**src/rtl/wdt_pkg.sv**
```systemverilog
package wdt_pkg;
  localparam int REG_IDX_W = 3;

  typedef enum logic [REG_IDX_W-1:0] {
    RG_IRQ   = 3'd0,
    RG_CTRL  = 3'd1,
    RG_COUNT = 3'd2,
    RG_MCFG  = 3'd3,
    RG_MATCH = 3'd4,
    RG_PIN   = 3'd5,
    RG_PLEN  = 3'd6,
    RG_RSTAT = 3'd7
  } wdt_reg_e;

  typedef enum logic [1:0] {
    PA_NONE = 2'd0,
    PA_LOW  = 2'd1,
    PA_HIGH = 2'd2,
    PA_FLIP = 2'd3
  } pin_act_e;
endpackage

```
**src/rtl/wdt_counter.sv**
```systemverilog
module wdt_counter #(
  parameter int DW      = 32,
  parameter int CLR_LAT = 3
) (
  input  logic          clk,
  input  logic          rst,
  input  logic          en,
  input  logic          clr_req,
  input  logic          freeze,
  input  logic          dbg_halt,
  input  logic          stop_on_match,
  input  logic [DW-1:0] match_val,
  output logic [DW-1:0] cnt,
  output logic          match_evt
);
  localparam int TW = $clog2(CLR_LAT + 1);

  logic [TW-1:0] clr_tmr;
  logic          clr_fire, active, hit, run, seen;

  // clear completes CLR_LAT cycles after the request appears
  always_ff @(posedge clk) begin
    if (rst || !clr_req) clr_tmr <= '0;
    else if (clr_tmr != TW'(CLR_LAT)) clr_tmr <= clr_tmr + TW'(1);
  end

  always_comb begin
    clr_fire  = clr_req && (clr_tmr == TW'(CLR_LAT - 1));
    active    = en && !clr_req && !(freeze && dbg_halt);
    hit       = (cnt == match_val);
    match_evt = active && hit && !seen;
    run       = active && !(stop_on_match && hit);
  end

  always_ff @(posedge clk) begin
    if (rst) begin
      cnt  <= '0;
      seen <= 1'b0;
    end else begin
      if (clr_fire) cnt <= '0;
      else if (run) cnt <= cnt + DW'(1);
      seen <= hit && (seen || match_evt);
    end
  end
endmodule

```
**src/rtl/wdt_rstpulse.sv**
```systemverilog
module wdt_rstpulse #(
  parameter int PLS_W       = 16,
  parameter int PULSE_EXTRA = 6
) (
  input  logic             clk,
  input  logic             rst,
  input  logic             match_evt,
  input  logic             sel_int,
  input  logic             sel_ext,
  input  logic             force_int,
  input  logic             force_ext,
  input  logic [PLS_W-1:0] plen,
  output logic             fire,
  output logic             out_int,
  output logic             out_ext
);
  localparam int RW = PLS_W + 1;

  logic [RW-1:0] remain;
  logic          ext_q, forced, want_ext, req;

  always_comb begin
    forced   = force_int || force_ext;
    req      = forced || (match_evt && (sel_int || sel_ext));
    want_ext = forced ? force_ext : sel_ext;
    fire     = req && (remain == '0);
    out_int  = (remain != '0);
    out_ext  = out_int && ext_q;
  end

  always_ff @(posedge clk) begin
    if (rst) begin
      remain <= '0;
      ext_q  <= 1'b0;
    end else if (fire) begin
      remain <= RW'(plen) + RW'(PULSE_EXTRA);
      ext_q  <= want_ext;
    end else if (remain != '0) begin
      remain <= remain - RW'(1);
    end
  end
endmodule

```
**src/rtl/wdog_match_timer.sv**
```systemverilog
module wdog_match_timer
  import wdt_pkg::*;
#(
  parameter int DW          = 32,
  parameter int PLS_W       = 16,
  parameter int PULSE_EXTRA = 6,
  parameter int CLR_LAT     = 3
) (
  input  logic                 clk,
  input  logic                 rst,
  input  logic                 dbg_halt,
  input  logic                 bus_wr,
  input  logic                 bus_rd,
  input  logic [REG_IDX_W-1:0] bus_word,
  input  logic [DW-1:0]        bus_wdata,
  output logic [DW-1:0]        bus_rdata,
  output logic                 wdt_irq,
  output logic                 match_out,
  output logic                 sysrst_int,
  output logic                 sysrst_ext
);
  logic             ctrl_en, ctrl_clr, ctrl_frz;
  logic             mc_irq, mc_stop, mc_rint, mc_rext;
  logic [DW-1:0]    match_q, cnt, rd_mux;
  pin_act_e         pmode;
  logic             pin_q, irq_q, sticky_q;
  logic [PLS_W-1:0] plen_q;
  logic             match_evt, pulse_fire;
  logic             wr_irq, wr_ctrl, wr_mcfg, wr_match, wr_pin, wr_plen;
  logic             force_int, force_ext;

  always_comb begin
    wr_irq    = bus_wr && (bus_word == RG_IRQ);
    wr_ctrl   = bus_wr && (bus_word == RG_CTRL);
    wr_mcfg   = bus_wr && (bus_word == RG_MCFG);
    wr_match  = bus_wr && (bus_word == RG_MATCH);
    wr_pin    = bus_wr && (bus_word == RG_PIN);
    wr_plen   = bus_wr && (bus_word == RG_PLEN);
    force_int = wr_mcfg && bus_wdata[5];
    force_ext = wr_mcfg && bus_wdata[6];
  end

  wdt_counter #(.DW(DW), .CLR_LAT(CLR_LAT)) u_cnt (
    .clk(clk), .rst(rst), .en(ctrl_en), .clr_req(ctrl_clr), .freeze(ctrl_frz),
    .dbg_halt(dbg_halt), .stop_on_match(mc_stop), .match_val(match_q),
    .cnt(cnt), .match_evt(match_evt)
  );

  wdt_rstpulse #(.PLS_W(PLS_W), .PULSE_EXTRA(PULSE_EXTRA)) u_pulse (
    .clk(clk), .rst(rst), .match_evt(match_evt), .sel_int(mc_rint),
    .sel_ext(mc_rext), .force_int(force_int), .force_ext(force_ext),
    .plen(plen_q), .fire(pulse_fire), .out_int(sysrst_int), .out_ext(sysrst_ext)
  );

  // configuration registers
  always_ff @(posedge clk) begin
    if (rst) begin
      {ctrl_frz, ctrl_clr, ctrl_en}       <= '0;
      {mc_rext, mc_rint, mc_stop, mc_irq} <= '0;
      match_q <= '0;
      pmode   <= PA_NONE;
      plen_q  <= '0;
    end else begin
      if (wr_ctrl) {ctrl_frz, ctrl_clr, ctrl_en} <= bus_wdata[2:0];
      if (wr_mcfg) {mc_rext, mc_rint, mc_stop, mc_irq} <=
                     {bus_wdata[4], bus_wdata[3], bus_wdata[2], bus_wdata[0]};
      if (wr_match) match_q <= bus_wdata;
      if (wr_pin)   pmode   <= pin_act_e'(bus_wdata[5:4]);
      if (wr_plen)  plen_q  <= bus_wdata[PLS_W-1:0];
    end
  end

  // status flags: hardware events win over software writes
  always_ff @(posedge clk) begin
    if (rst) begin
      irq_q    <= 1'b0;
      pin_q    <= 1'b0;
      sticky_q <= 1'b0;
    end else begin
      if (match_evt && mc_irq)            irq_q <= 1'b1;
      else if (wr_irq && bus_wdata[0])    irq_q <= 1'b0;

      if (match_evt && pmode != PA_NONE) begin
        case (pmode)
          PA_LOW:  pin_q <= 1'b0;
          PA_HIGH: pin_q <= 1'b1;
          default: pin_q <= ~pin_q;
        endcase
      end else if (wr_pin) begin
        pin_q <= bus_wdata[0];
      end

      if (pulse_fire) sticky_q <= 1'b1;
    end
  end

  always_comb begin
    rd_mux = '0;
    case (wdt_reg_e'(bus_word))
      RG_IRQ:   rd_mux = DW'(irq_q);
      RG_CTRL:  rd_mux = DW'({ctrl_frz, ctrl_clr, ctrl_en});
      RG_COUNT: rd_mux = cnt;
      RG_MCFG:  rd_mux = DW'({mc_rext, mc_rint, mc_stop, 1'b0, mc_irq});
      RG_MATCH: rd_mux = match_q;
      RG_PIN:   rd_mux = DW'({pmode, 3'b000, pin_q});
      RG_PLEN:  rd_mux = DW'(plen_q);
      default:  rd_mux = DW'(sticky_q);
    endcase
  end

  always_ff @(posedge clk) begin
    if (rst)         bus_rdata <= '0;
    else if (bus_rd) bus_rdata <= rd_mux;
  end

  assign wdt_irq   = irq_q;
  assign match_out = pin_q;
endmodule

```
**config.mk**
```make
export PLATFORM = sky130hd
export DESIGN_NAME = wdog_match_timer
export DESIGN_NICKNAME = d
export VERILOG_FILES = /design/src/rtl/wdt_pkg.sv /design/src/rtl/wdt_counter.sv /design/src/rtl/wdt_rstpulse.sv /design/src/rtl/wdog_match_timer.sv
export SDC_FILE = /design/constraint.sdc
export NUM_CORES = 1
export LEC_CHECK = 0
export BUFFER_PORTS_ARGS = -buffer_cell sky130_fd_sc_hd__buf_2
export CAP_MARGIN = 5
export CORE_MARGIN = 3
export CORE_UTILIZATION = 50
export CTS_BUF_LIST = sky130_fd_sc_hd__clkbuf_4 sky130_fd_sc_hd__clkbuf_8
export DETAILED_ROUTE_END_ITERATION = 16
export GPL_ROUTABILITY_DRIVEN = 0
export PLACE_DENSITY = 0.75
export SYNTH_ARGS = -nofsm -noshare
export SYNTH_HDL_FRONTEND = slang
export SYNTH_SLANG_ARGS = --single-unit
```
**constraint.sdc**
```tcl
create_clock -name clk -period 5.3 [get_ports clk]
set_input_delay 0.53 -clock clk [delete_from_list [all_inputs] [get_ports clk]]
set_output_delay 0.53 -clock clk [all_outputs]
set_load 0.01 [all_outputs]
```
==> flow_summary.json <==
{
  "drive_gt1_share_pct": 15.33,
  "grt_max_degree": 95,
  "port-buffer-count": 75,
  "crit_end": "sysrst_ext",
  "track_usage_pct": 23.51,
  "skew_ns": 0.008835,
  "postCtsSetupBuffers": 0,
  "ys_types": 61,
  "reg2reg_from": "u_cnt.cnt[8]$_SDFFE_PP0P_",
  "syn_area_sq_um": 7375,
  "drc": 0,
  "cts_resized": 0,
  "syn_avg_cell_area_sq_um": 8.194,
  "ys_seq_area_share_pct": 39.36,
  "setup.worst_path.end_class": "output port",
  "finalSetupViolations": 0,
  "numClockSinks": 145,
  "cap_violations": 0,
  "synth_top_area_share_pct": 39.36,
  "drtIter0Drc": 489,
  "status": "finished clean",
  "synth_top_area_cell": "dfxtp_1",
  "layout_min_cycle_time_ns": 3.093,
  "clk_pin_slew_ns": 0.08,
  "synth_xor_area_share_pct": 6.888,
  "fmax_mhz": 323.3,
  "cts_htree_levels": 4,
  "pwr-share-clk_pct": 35.9,
  "dp.cells": 1094,
  "final_cell_mix": "dfxtp_1 (145), nand2_1 (129), a21oi_1 (111)",
  "final_common_cell": "dfxtp_1",
  "crit_start": "u_pulse.remain[0]$_SDFFE_PP0P_",
  "synth_edf_count": 0,
  "regToRegSetupSlack_ns": 2.59,
  "routed_via_density": 5.908,
  "dr_total_vias": 6652,
  "netlist_instances": 900,
  "synth_simple_gate_area_share_pct": 24.13,
  "synth_area_leaders": "dfxtp_1 (39%), a21oi_1 (7.5%), nand2_1 (6.6%)",
  "ir_drop_uv": 154.3,
  "dieArea_sq_um": 16240,
  "wirelength_um": 19140,
  "async_flop_share_pct": 0,
  "cp_cell_sequence": "inv_1, ha_1, nor3b_4, nand4_2, nor4_4, inv_2, and2_1, buf_2",
  "dieWidth_um": 127.4,
  "worst_pin_slew_ns": 1.257,
  "hold_viol": 0,
  "rr_worst_depth": 7,
  "critical_path_class": "flip-flop to output port",
  "ys_ff_latch": 145,
  "swShare_pct": 27.84,
  "slew_viol_final": 0,
  "initial_core_util_pct": 52.12,
  "synth_compound_area_share_pct": 18.60,
  "worst_path_largest_cell_delay_ns": 0.44,
  "power_frac_comb_pct": 15.9,
  "clockBufferDepth": 2,
  "cp.required_ns": 4.77,
  "critPathMaxFanout": 9,
  "final_nets": 980,
  "rsz0062_at_grt": "no",
  "n_antenna_cell": 0,
  "grt_pass1_wl_um": 30650,
  "ant_nets": 0,
  "switchingPower_uw": 687.0,
  "start_kind": "flip-flop",
  "crit_arrival_ns": 2.56,
  "hold_buffers": 0,
  "relSlewSlack_pct": 16.06,
  "cts_tree": "yes",
  "dp_hpwl_um": 13250,
  "finalSetupTns_ns": 0,
  "cp_slowest_cell": "nor4_4",
  "ys_warn_count": 0,
  "die_h_um": 127.4,
  "pwr_density_cell_nw_per_um2": 303.2,
  "pwr-share-seq_pct": 48.2,
  "grt_pass1_vias": 5967,
  "cts_root_buffer": "clkbuf_8",
  "p_leak_uw": 0.003141,
  "hp-class": "primary input to flip-flop",
  "antenna_found_initial": 0,
  "clock_latency_ns": 0.46,
  "syn-num-nets": 947,
  "dr.pass1.iters": 5,
  "internal_power_uw": 1780,
  "wire_per_inst_um": 17.00,
  "synth.area.mux_share_pct": 4.903,
  "fin_crit_sh_pct": 58.36,
  "pin_count": 76,
  "core_area_sq_um": 14150,
  "synth_fa_ha_area_share_pct": 1.188,
  "rows": 43,
  "grt-ovfl-total": 0,
  "layout.cells.non_filler": 1126,
  "r2r-end": "u_pulse.remain[16]$_SDFFE_PP0P_",
  "synth_top_family_by_area": "simple AND/OR/NAND/NOR gates",
  "area_delta_synth_final_pct": 10.35,
  "synthFlopType": "dfxtp_1",
  "numCtsBuffers": 17
}
==> logic make-up (layout without fill, tap and decap cells) <==
logic type	count (synthesis)	count (layout)
buffers and inverters	85	131
adders and majority gates	7	7
muxes	32	32
xor gates and xnor gates	58	58
AOI/OAI and AO/OA	221	221
and+or+nand+nor	352	352
DFF	145	145
==> layer usage <==
layer  GRT usage [%]  up-vias  wire, um
met1           32.50     3187      8881
met4           9.085        0       485
met3           4.264       33       958
li1                -     3252         -
met5               0        -         0
met2           36.57      180      8819
==> through the flow <==
stage	hold slack [ns]	util, %	cell area, sq um	setup WS [ns]	power, uW
floorplan	0.4223	-	7375	3.067	1506
global placement	0.4584	54.65	7732	2.387	1595
detailed placement	0.4760	54.65	7732	2.288	1603
CTS	0.2907	57.51	8138	2.231	2473
global route	0.3080	57.51	8138	1.981	2568
finish	0.3082	57.51	8138	2.207	2467
==> synth_stat cells (15+ instances only) <==
| master | count |
|---|---|
| dfxtp_1 | 145 |
| nand2_1 | 129 |
| a21oi_1 | 111 |
| nor2_1 | 71 |
| clkbuf_1 | 49 |
| xor2_1 | 44 |
| nor2b_1 | 32 |
| o21ai_0 | 30 |
| a22o_1 | 26 |
| nand3_1 | 21 |
| or3_1 | 21 |
| nand4_1 | 20 |
| mux2i_1 | 17 |
| inv_1 | 15 |
==> power groups by stage <==
stage	clock (uW)	sequential (uW)	combinational (uW)
finish	886	1190	393
CTS	892	1190	392
detailed placement	0	1210	389
floorplan	0	1200	302
global route	934	1190	440
global placement	0	1210	383
==> state kept, by name, indices dropped and copies added (netlist names) <==
register,cells
bus_rdata,32
ctrl_clr,1
ctrl_en,1
ctrl_frz,1
match_out,1
match_q,32
mc_irq,1
mc_rext,1
mc_rint,1
mc_stop,1
plen_q,16
pmode,2
sticky_q,1
u_cnt.clr_tmr,2
u_cnt.cnt,32
u_cnt.seen,1
u_pulse.ext_q,1
u_pulse.remain,17
wdt_irq,1
==> final cells by class <==
type | count | area (sq um)
Fill cell | 1320 | 6012
Inverter | 17 | 63.81
Multi-Input combinational cell | 670 | 4110
Timing Repair Buffer | 82 | 430.4
Sequential cell | 145 | 2903
Clock inverter | 4 | 45.04
Tap cell | 180 | 225.2
Clock buffer | 28 | 360.3
==> worst min path at each step <==
stage                     cells after the start                  startpoint                    endpoint  slack (ns)
after detailed placement                      2    match_q[21]$_SDFFE_PP0P_    match_q[21]$_SDFFE_PP0P_        0.48
after global routing                          3               bus_wdata[25]    match_q[25]$_SDFFE_PP0P_        0.31
after CTS                                     3               bus_wdata[18]    match_q[18]$_SDFFE_PP0P_        0.29
after global placement                        2  u_pulse.ext_q$_SDFFE_PP0P_  u_pulse.ext_q$_SDFFE_PP0P_        0.46
final                                         3               bus_wdata[29]    match_q[29]$_SDFFE_PP0P_        0.31
after floorplan                               2       sticky_q$_SDFFE_PP0P_       sticky_q$_SDFFE_PP0P_        0.42
==> worst max-delay path, delay by kind of cell (launching register included) <==
family        cells  cell delay, ns
fa+ha+maj         1            0.21
buf+inv           3            0.38
flops             1            0.35
simple gates      4            1.17
Power figures use the tool's default switching activity.
